File: config.mk
export PLATFORM = sky130hd
export DESIGN_NAME = pulse_iso_link
export DESIGN_NICKNAME = d
export VERILOG_FILES = /design/src/rtl/pil_pkg.sv /design/src/rtl/pil_sync.sv /design/src/rtl/pil_glitch_filter.sv /design/src/rtl/pil_tx_encoder.sv /design/src/rtl/pil_rx_decoder.sv /design/src/rtl/pulse_iso_link.sv
export SDC_FILE = /design/constraint.sdc
export NUM_CORES = 1
export LEC_CHECK = 0
export ABC_AREA = 1
export BUFFER_PORTS_ARGS = -buffer_cell sky130_fd_sc_hd__buf_2
export CAP_MARGIN = 15
export CORE_UTILIZATION = 55
export CTS_CLUSTER_SIZE = 30
export DETAILED_ROUTE_END_ITERATION = 8
export PLACE_DENSITY = 0.75
export SLEW_MARGIN = 20
export SYNTH_ARGS = -nofsm -noshare
export SYNTH_HDL_FRONTEND = slang
export SYNTH_SLANG_ARGS = --single-unit
File: constraint.sdc
create_clock -name clk -period 4.1 [get_ports clk]
set_clock_uncertainty 0.1 [all_clocks]
set_input_delay 0.205 -clock clk [delete_from_list [all_inputs] [get_ports clk]]
set_output_delay 0.205 -clock clk [all_outputs]
set_load 0.005 [all_outputs]
File: src/rtl/pil_pkg.sv
package pil_pkg;

   typedef struct packed {
      logic set;
      logic clr;
   } link_pulse_t;

   function automatic int pil_max(input int a, input int b);
      return (a > b) ? a : b;
   endfunction

   function automatic int pil_cw(input int n);
      return (n < 2) ? 1 : $clog2(n);
   endfunction

endpackage

File: src/rtl/pil_sync.sv
module pil_sync #(
   parameter int STAGES = 2
) (
   input  logic clk,
   input  logic rst_n,
   input  logic d,
   output logic q
);
   logic [STAGES-1:0] stage;

   for (genvar g = 0; g < STAGES; g++) begin : g_stage
      if (g == 0) begin : g_first
         always_ff @(posedge clk or negedge rst_n) begin
            if (!rst_n) stage[g] <= 1'b0;
            else        stage[g] <= d;
         end
      end else begin : g_next
         always_ff @(posedge clk or negedge rst_n) begin
            if (!rst_n) stage[g] <= 1'b0;
            else        stage[g] <= stage[g-1];
         end
      end
   end

   assign q = stage[STAGES-1];
endmodule

File: src/rtl/pil_glitch_filter.sv
module pil_glitch_filter #(
   parameter int MIN_PW = 3
) (
   input  logic clk,
   input  logic rst_n,
   input  logic d,
   output logic q
);
   import pil_pkg::*;

   logic filt_q;

   if (MIN_PW <= 1) begin : g_pass
      always_ff @(posedge clk or negedge rst_n) begin
         if (!rst_n) filt_q <= 1'b0;
         else        filt_q <= d;
      end
   end else begin : g_count
      localparam int CW = pil_cw(MIN_PW);
      localparam logic [CW-1:0] LIM = CW'(MIN_PW - 1);
      logic [CW-1:0] run_q;

      always_ff @(posedge clk or negedge rst_n) begin
         if (!rst_n) begin
            filt_q <= 1'b0;
            run_q  <= '0;
         end else if (d == filt_q) begin
            run_q  <= '0;
         end else if (run_q == LIM) begin
            filt_q <= d;
            run_q  <= '0;
         end else begin
            run_q  <= run_q + 1'b1;
         end
      end
   end

   assign q = filt_q;
endmodule

File: src/rtl/pil_tx_encoder.sv
module pil_tx_encoder #(
   parameter int IDLE_CYCLES    = 125,
   parameter int REFRESH_CYCLES = 108
) (
   input  logic                 clk,
   input  logic                 rst_n,
   input  logic                 en,
   input  logic                 lvl,
   output pil_pkg::link_pulse_t pulse
);
   import pil_pkg::*;

   localparam int MAXC = pil_max(IDLE_CYCLES, REFRESH_CYCLES);
   localparam int CW   = pil_cw(MAXC);
   localparam logic [CW-1:0] IDLE_LIM = CW'(IDLE_CYCLES - 1);
   localparam logic [CW-1:0] REF_LIM  = CW'(REFRESH_CYCLES - 1);

   logic          lvl_q, en_q, periodic_q;
   logic [CW-1:0] quiet_q;
   logic          edge_hit, en_rise, due, fire;
   link_pulse_t   pulse_q;

   assign edge_hit = lvl ^ lvl_q;
   assign en_rise  = en & ~en_q;
   assign due      = periodic_q ? (quiet_q == REF_LIM) : (quiet_q == IDLE_LIM);
   assign fire     = en & (edge_hit | en_rise | due);

   always_ff @(posedge clk or negedge rst_n) begin
      if (!rst_n) begin
         lvl_q      <= 1'b0;
         en_q       <= 1'b0;
         periodic_q <= 1'b0;
         quiet_q    <= '0;
         pulse_q    <= '0;
      end else begin
         lvl_q       <= lvl;
         en_q        <= en;
         pulse_q.set <= fire & lvl;
         pulse_q.clr <= fire & ~lvl;
         if (!en) begin
            quiet_q    <= '0;
            periodic_q <= 1'b0;
         end else if (fire) begin
            quiet_q    <= '0;
            periodic_q <= ~(edge_hit | en_rise);
         end else begin
            quiet_q    <= quiet_q + 1'b1;
         end
      end
   end

   assign pulse = pulse_q;
endmodule

File: src/rtl/pil_rx_decoder.sv
module pil_rx_decoder #(
   parameter int WDOG_CYCLES = 625
) (
   input  logic                 clk,
   input  logic                 rst_n,
   input  logic                 en,
   input  pil_pkg::link_pulse_t pulse,
   output logic                 dout
);
   import pil_pkg::*;

   localparam int CW = pil_cw(WDOG_CYCLES);
   localparam logic [CW-1:0] LIM = CW'(WDOG_CYCLES - 1);

   logic          out_q;
   logic [CW-1:0] silent_q;
   logic          one_kind;

   assign one_kind = pulse.set ^ pulse.clr;

   always_ff @(posedge clk or negedge rst_n) begin
      if (!rst_n) begin
         out_q    <= 1'b1;
         silent_q <= '0;
      end else if (!en) begin
         out_q    <= 1'b1;
         silent_q <= '0;
      end else if (one_kind) begin
         out_q    <= pulse.set;
         silent_q <= '0;
      end else if (silent_q == LIM) begin
         out_q    <= 1'b1;
      end else begin
         silent_q <= silent_q + 1'b1;
      end
   end

   assign dout = out_q;
endmodule

File: src/rtl/pulse_iso_link.sv
module pulse_iso_link #(
   parameter int SYNC_STAGES    = 2,
   parameter int MIN_PW_CYCLES  = 3,
   parameter int IDLE_CYCLES    = 125,
   parameter int REFRESH_CYCLES = 108,
   parameter int WDOG_CYCLES    = 625
) (
   input  logic clk,
   input  logic rst_n,
   input  logic tx_en,
   input  logic rx_en,
   input  logic din,
   output logic link_set,
   output logic link_clr,
   output logic dout
);
   import pil_pkg::*;

   localparam int MAX_GAP = pil_max(IDLE_CYCLES, REFRESH_CYCLES);

   if (SYNC_STAGES < 1) begin : g_bad_sync
      $error("SYNC_STAGES must be at least 1");
   end
   if (MIN_PW_CYCLES < 1) begin : g_bad_pw
      $error("MIN_PW_CYCLES must be at least 1");
   end
   if (IDLE_CYCLES < 2 || REFRESH_CYCLES < 2) begin : g_bad_refresh
      $error("IDLE_CYCLES and REFRESH_CYCLES must be at least 2");
   end
   if (WDOG_CYCLES <= MAX_GAP + 1) begin : g_bad_wdog
      $error("WDOG_CYCLES must exceed the longest refresh gap plus one");
   end

   logic        din_sync, din_filt;
   link_pulse_t pulse;

   pil_sync #(.STAGES(SYNC_STAGES)) u_sync (
      .clk(clk), .rst_n(rst_n), .d(din), .q(din_sync)
   );

   pil_glitch_filter #(.MIN_PW(MIN_PW_CYCLES)) u_filt (
      .clk(clk), .rst_n(rst_n), .d(din_sync), .q(din_filt)
   );

   pil_tx_encoder #(
      .IDLE_CYCLES(IDLE_CYCLES), .REFRESH_CYCLES(REFRESH_CYCLES)
   ) u_tx (
      .clk(clk), .rst_n(rst_n), .en(tx_en), .lvl(din_filt), .pulse(pulse)
   );

   pil_rx_decoder #(.WDOG_CYCLES(WDOG_CYCLES)) u_rx (
      .clk(clk), .rst_n(rst_n), .en(rx_en), .pulse(pulse), .dout(dout)
   );

   assign link_set = pulse.set;
   assign link_clr = pulse.clr;
endmodule

## Word level (Yosys, flattened, before mapping)

Cells that the tools add are included.

- Shifts and indexed selects: 0
- $lt $le $gt $ge: 0
- Reduce and logical (&&, ||, !) cells: 1
- Div/mod/pow operators: 0
- Add/sub/neg operators: 3
- $mul: 0
- Multiplexer cells: 13
- Equality and inequality tests: 8
- Bitwise operators: 12

Operators by type and width:

| operator | count |
|---|---|
| 10-bit two-way mux | 3 |
| 7-bit equality test, second input constant | 2 |
| 7-bit two-way mux | 2 |
| 10-bit by 1-bit adder with 10-bit output, second input constant | 1 |
| 10-bit equality test, second input constant | 1 |
| 7-bit by 1-bit adder with 7-bit output, second input constant | 1 |
| 1-bit two-way mux | 6 |
| 1-bit bitwise AND | 4 |
| 2-bit two-way mux | 2 |
| 1-bit inverter | 4 |
| 3-bit by 1-bit != test with 1-bit output, second input constant | 1 |
| 3-bit by 2-bit != test with 1-bit output, second input constant | 1 |
| 2-bit by 1-bit adder with 2-bit output, second input constant | 1 |
| 2-bit equality test, second input constant | 1 |
| 2-bit by 1-bit != test with 1-bit output, second input constant | 1 |
| 1-bit OR | 2 |
| 2-bit AND reduction | 1 |
| 1-bit bitwise XOR | 2 |
| 1-bit equality test | 1 |

- Memory bits (read-only): 0
- Input bits: 5
- Output and inout port bits: 3
- Memory bits (writable): 0
- Bits in registers: 28
- Logic and storage cells: 49
- Memories: 0
- Bits in latches: 0

## Depth between registers and ports, before layout

- Depth after elaboration: 7
- Mapped depth: 8
- Gate-level depth less buffers: 8

## Cells and area by module

A second synthesis with hierarchy kept.

- Cells, all modules: 172
- Area, all modules: 1418.9 sq um

By module, submodules not included:

| module | cells each | sequential area each (sq um) | area each (sq um) | instances |
|---|---|---|---|---|
| pil_rx_decoder | 89 | 276.5 | 676.9 | 1 |
| pil_tx_encoder | 62 | 300.3 | 555.5 | 1 |
| pil_glitch_filter | 19 | 75.1 | 136.4 | 1 |
| pil_sync | 2 | 50.0 | 50.0 | 1 |

## Worst setup path before layout

No wires, ideal clock.

- Path type: register to register
- From: register u_rx.silent_q[0]
- To: register u_rx.silent_q[8]
- Path buffers: 0
- Slack: 2.797 ns
- Clock period less this slack: 1.303 ns
- Cell stages (with the launch flop): 8
- Arrival time: 1.086 ns
- Setup time: 0.117 ns
- Data required time: 3.883 ns
- Cells stage by stage: dfrtp_1 inv_1 ha_1 nand2_1 nor2_1 nand3_2 nand2_2 nor2_1

- Cells in the longest elaborated chain, start to end: 4
- Elaborated cells between the ends (all ways): 6
- Those cells by class: add/sub: 1; eq/ne: 2; mux: 3

Ends and longest elaborated chain:

| element | line | source |
|---|---|---|
| from (decl) | pil_rx_decoder.sv:16 | `logic [CW-1:0] silent_q;` |
| from (signal assigned) | pil_rx_decoder.sv:34 | `silent_q <= silent_q + 1'b1;` |
| 10-bit by 1-bit adder with 10-bit output | pil_rx_decoder.sv:34 |  |
| 10-bit two-way mux | pil_rx_decoder.sv:31 | `end else if (silent_q == LIM) begin` |
| 10-bit two-way mux | pil_rx_decoder.sv:28 | `end else if (one_kind) begin` |
| 10-bit two-way mux | pil_rx_decoder.sv:25 | `end else if (!en) begin` |

Several ways; a longest one is shown, not always the timed one. The select of a mux whose other input is x is not followed.
A chain may end at the register's enable or synchronous reset.

## Final worst setup path

- From: register u_rx.silent_q[0]
- To: register u_rx.silent_q[0]

Same word-level chain as after synthesis.

==> impl_metrics.yaml <==
status:
  status: "complete, no violations"
placement:
  dpl_cell_area_um2: 1440
  numPortBuffers: 7
  gp_congestion: 0.874
  hpwl_um: 1880
power:
  p_int_mw: 0.445
  power_frac_clock_pct: 19.4
  powerDensity_nw_per_um2: 439
  combPwrFrac_pct: 26.3
  switching_share_pct: 33.1
  ir_worst_vdd_uv: 394
  total_power_mw: 0.666
  switchingPower_mw: 0.221
  p_leak_nw: 0.709
  pwr-share-seq_pct: 54.3
sta:
  finalCriticalPeriod_ns: 1.51
  grt_setup_unrepaired: "no"
  relSlewSlack_pct: 59.2
  post-route-period-util_pct: 36.9
  report.final.slew_viol_count: 0
  finalHoldViolCount: 0
  fin_hold_ws_ns: 0.283
  fin_tns_setup_ns: 0
  tightest_slew_ns: 0.612
  clock.fmax_mhz: 660
  setup_viol: 0
route:
  routed.top_layer: "met4"
  drtIter0Drc: 12
  first_pass_iters: 4
  routed_via_density: 5.13
  wire_per_inst_um: 12.4
  drc: 0
  vias: 1037
  wl_met3_um: 49
  wl_um: 2500
  ant_nets: 0
  drt-met1-wl_um: 1120
  met2_length_um: 1310
synth:
  avgSynthCellArea_um2: 8.63
  synth_xor_area_share_pct: 3.83
  synthAdderAreaFrac_pct: 3.65
  synth_cell_types: 24
  synthesis.nets: 168
  syn_area_um2: 1370
  synthMuxAreaShare_pct: 0
  synth_top_family_by_area: "simple AND/OR/NAND/NOR gates"
  yosys.area_share.simple_pct: 30.7
  synth_seq_cells: 28
  synth_compound_gate_area_share_pct: 4.65
  ys_seq_area_share_pct: 51.1
  ys.warnings.count: 0
  synthCells: 159
setup_path:
  crit_path_start_kind: "register"
  arrival_ns: 1.68
  rr_startpoint: "u_rx.silent_q[0]"
  end_kind: "register"
  cp_max_fo: 4
  crit_chain: "inv_1 -> ha_1 -> nand3b_1 -> nor3_1 -> nand3_1 -> nand2_1"
  path_delay_family: "simple AND/OR/NAND/NOR gates"
  cpPeakStageDelay_ns: 0.42
  crit_slowest_cell: "dfrtp_1"
  criticalPathCategory: "register to register"
  startpoint: "u_rx.silent_q[0]"
  crit_buf_inv: 1
  required_ns: 4.27
clock_tree:
  h-tree-depth: 1
  clock_latency_ns: 0.32
  cts_setup_buffers: 0
  clock_tree.buffer_depth: 2
  cts_tree: "yes"
  root_buffer: "clkbuf_4"
  cts.sinks: 28
  clkTransAtPathRegs_ns: 0.14
  cts_made_buffers: 3
min_path:
  hold_path_class: "register to register"
  hold_start: "u_sync.stage[0]"
floorplanning:
  die_h_um: 52.0
  core_um2: 2280
  start_util_pct: 60.3
  fp-row-count: 17
  die_w_um: 52.0
  io_pins: 8
  die_area_um2: 2700
finish:
  area_growth_pct: 10.7
  drive_gt1_share_pct: 15.5
  n_antenna_cell: 0
  mostFrequentLayoutCells: "nand2_1, dfrtp_1, inv_1, nor2_1, nand3_1"
  final_common_cell: "nand2_1"
  fin_nets: 184
  fin_area_um2: 1520
global_routing:
  antenna_found_initial: 0
  grt_pass1_wl_um: 4440
  grt_pass1_vias: 1099
  grt_max_degree: 29
  grt.total_usage_pct: 22.7
  overflow: 0
job:
  drv_cap: 0
## per-layer routing
layer	GRT usage, %	vias up
li1	-	535
met1	26.0	489
met2	41.9	11
met3	3.51	2
met4	8.11	0
met5	0	-
## worst register-to-register path, stage by stage, from the launching register on
cell,delay [ns]
dfrtp_1,0.42
inv_1,0.15
ha_1,0.19
nand3b_1,0.08
nor3_1,0.31
nand3_1,0.13
nand2_1,0.08
## layout make-up
class                           count  area, um2
Tap cell                           28       35.0
Fill cell                         196        757
Sequential cell                    28        702
Multi-Input combinational cell    109        588
Clock buffer                        4       36.3
Inverter                           22       82.6
Timing Repair Buffer               11       75.1
## cells by family after synthesis
group | after synthesis
AO/OA/AOI/OAI | 10
AND/OR/NAND/NOR | 89
XOR/XNOR | 6
buffers and inverters | 22
flip-flops | 28
adder cells (fa/ha/maj) | 4
## Yosys cell counts, drive strengths merged
master / count / area share [%]
dfstp: 1 / 1.9
nand2: 37 / 11
inv: 22 / 6.0
nand4: 2 / 0.91
o31ai: 1 / 0.55
dfrtp: 27 / 49
a31oi: 1 / 0.46
xor2: 2 / 1.3
nor3: 8 / 3.3
o21bai: 1 / 0.82
nor2: 26 / 8.8
xnor2: 4 / 2.6
o21ai: 4 / 1.7
a21oi: 3 / 1.1
nand3b: 1 / 0.55
nand3: 15 / 6.6
ha: 4 / 3.6
## power by group through the flow
stage	registers (mW)	logic, mW	clock network (mW)
CTS	0.362	0.178	0.136
global placement	0.365	0.165	0
finish	0.362	0.175	0.129
detailed placement	0.368	0.174	0
floorplan	0.362	0.127	0
global route	0.369	0.204	0.143
## flip-flops by register name (all words and copies together) (netlist names)
register / count
u_sync.q: 1
u_tx.lvl_q: 1
u_tx.pulse: 2
u_rx.dout: 1
u_tx.periodic_q: 1
u_rx.silent_q: 10
u_filt.q: 1
u_tx.quiet_q: 7
u_filt.g_count.run_q: 2
u_sync.stage: 1
u_tx.en_q: 1
## timing repair
item                                   CTS  global route
resized for setup                        0             0
endpoints found under the hold margin   30             0
hold buffers                             4             0
## final timing paths
path	slack (ns)	end	depth (start not counted)
worst max-delay path	2.59	u_rx.silent_q[0]	6
worst min-delay path	0.28	u_sync.q	0
worst max register to register	2.59	u_rx.silent_q[0]	6
worst min register to register	0.28	u_sync.q	0
max in group asynchronous	3.19	u_tx.quiet_q[4]	2
min in group asynchronous	0.31	u_rx.silent_q[3]	2
## per-stage QoR
stage | std cells | util (%) | setup WS, ns
6_report | 202 | 66.7 | 2.59
5_1_grt | 202 | 66.7 | 2.48
4_1_cts | 202 | 66.7 | 2.58
3_5_place_dp | 194 | 63.4 | 2.61
3_3_place_gp | 194 | 63.4 | 2.72
2_1_floorplan | 159 | - | 2.80
Power figures use the tool's default switching activity.
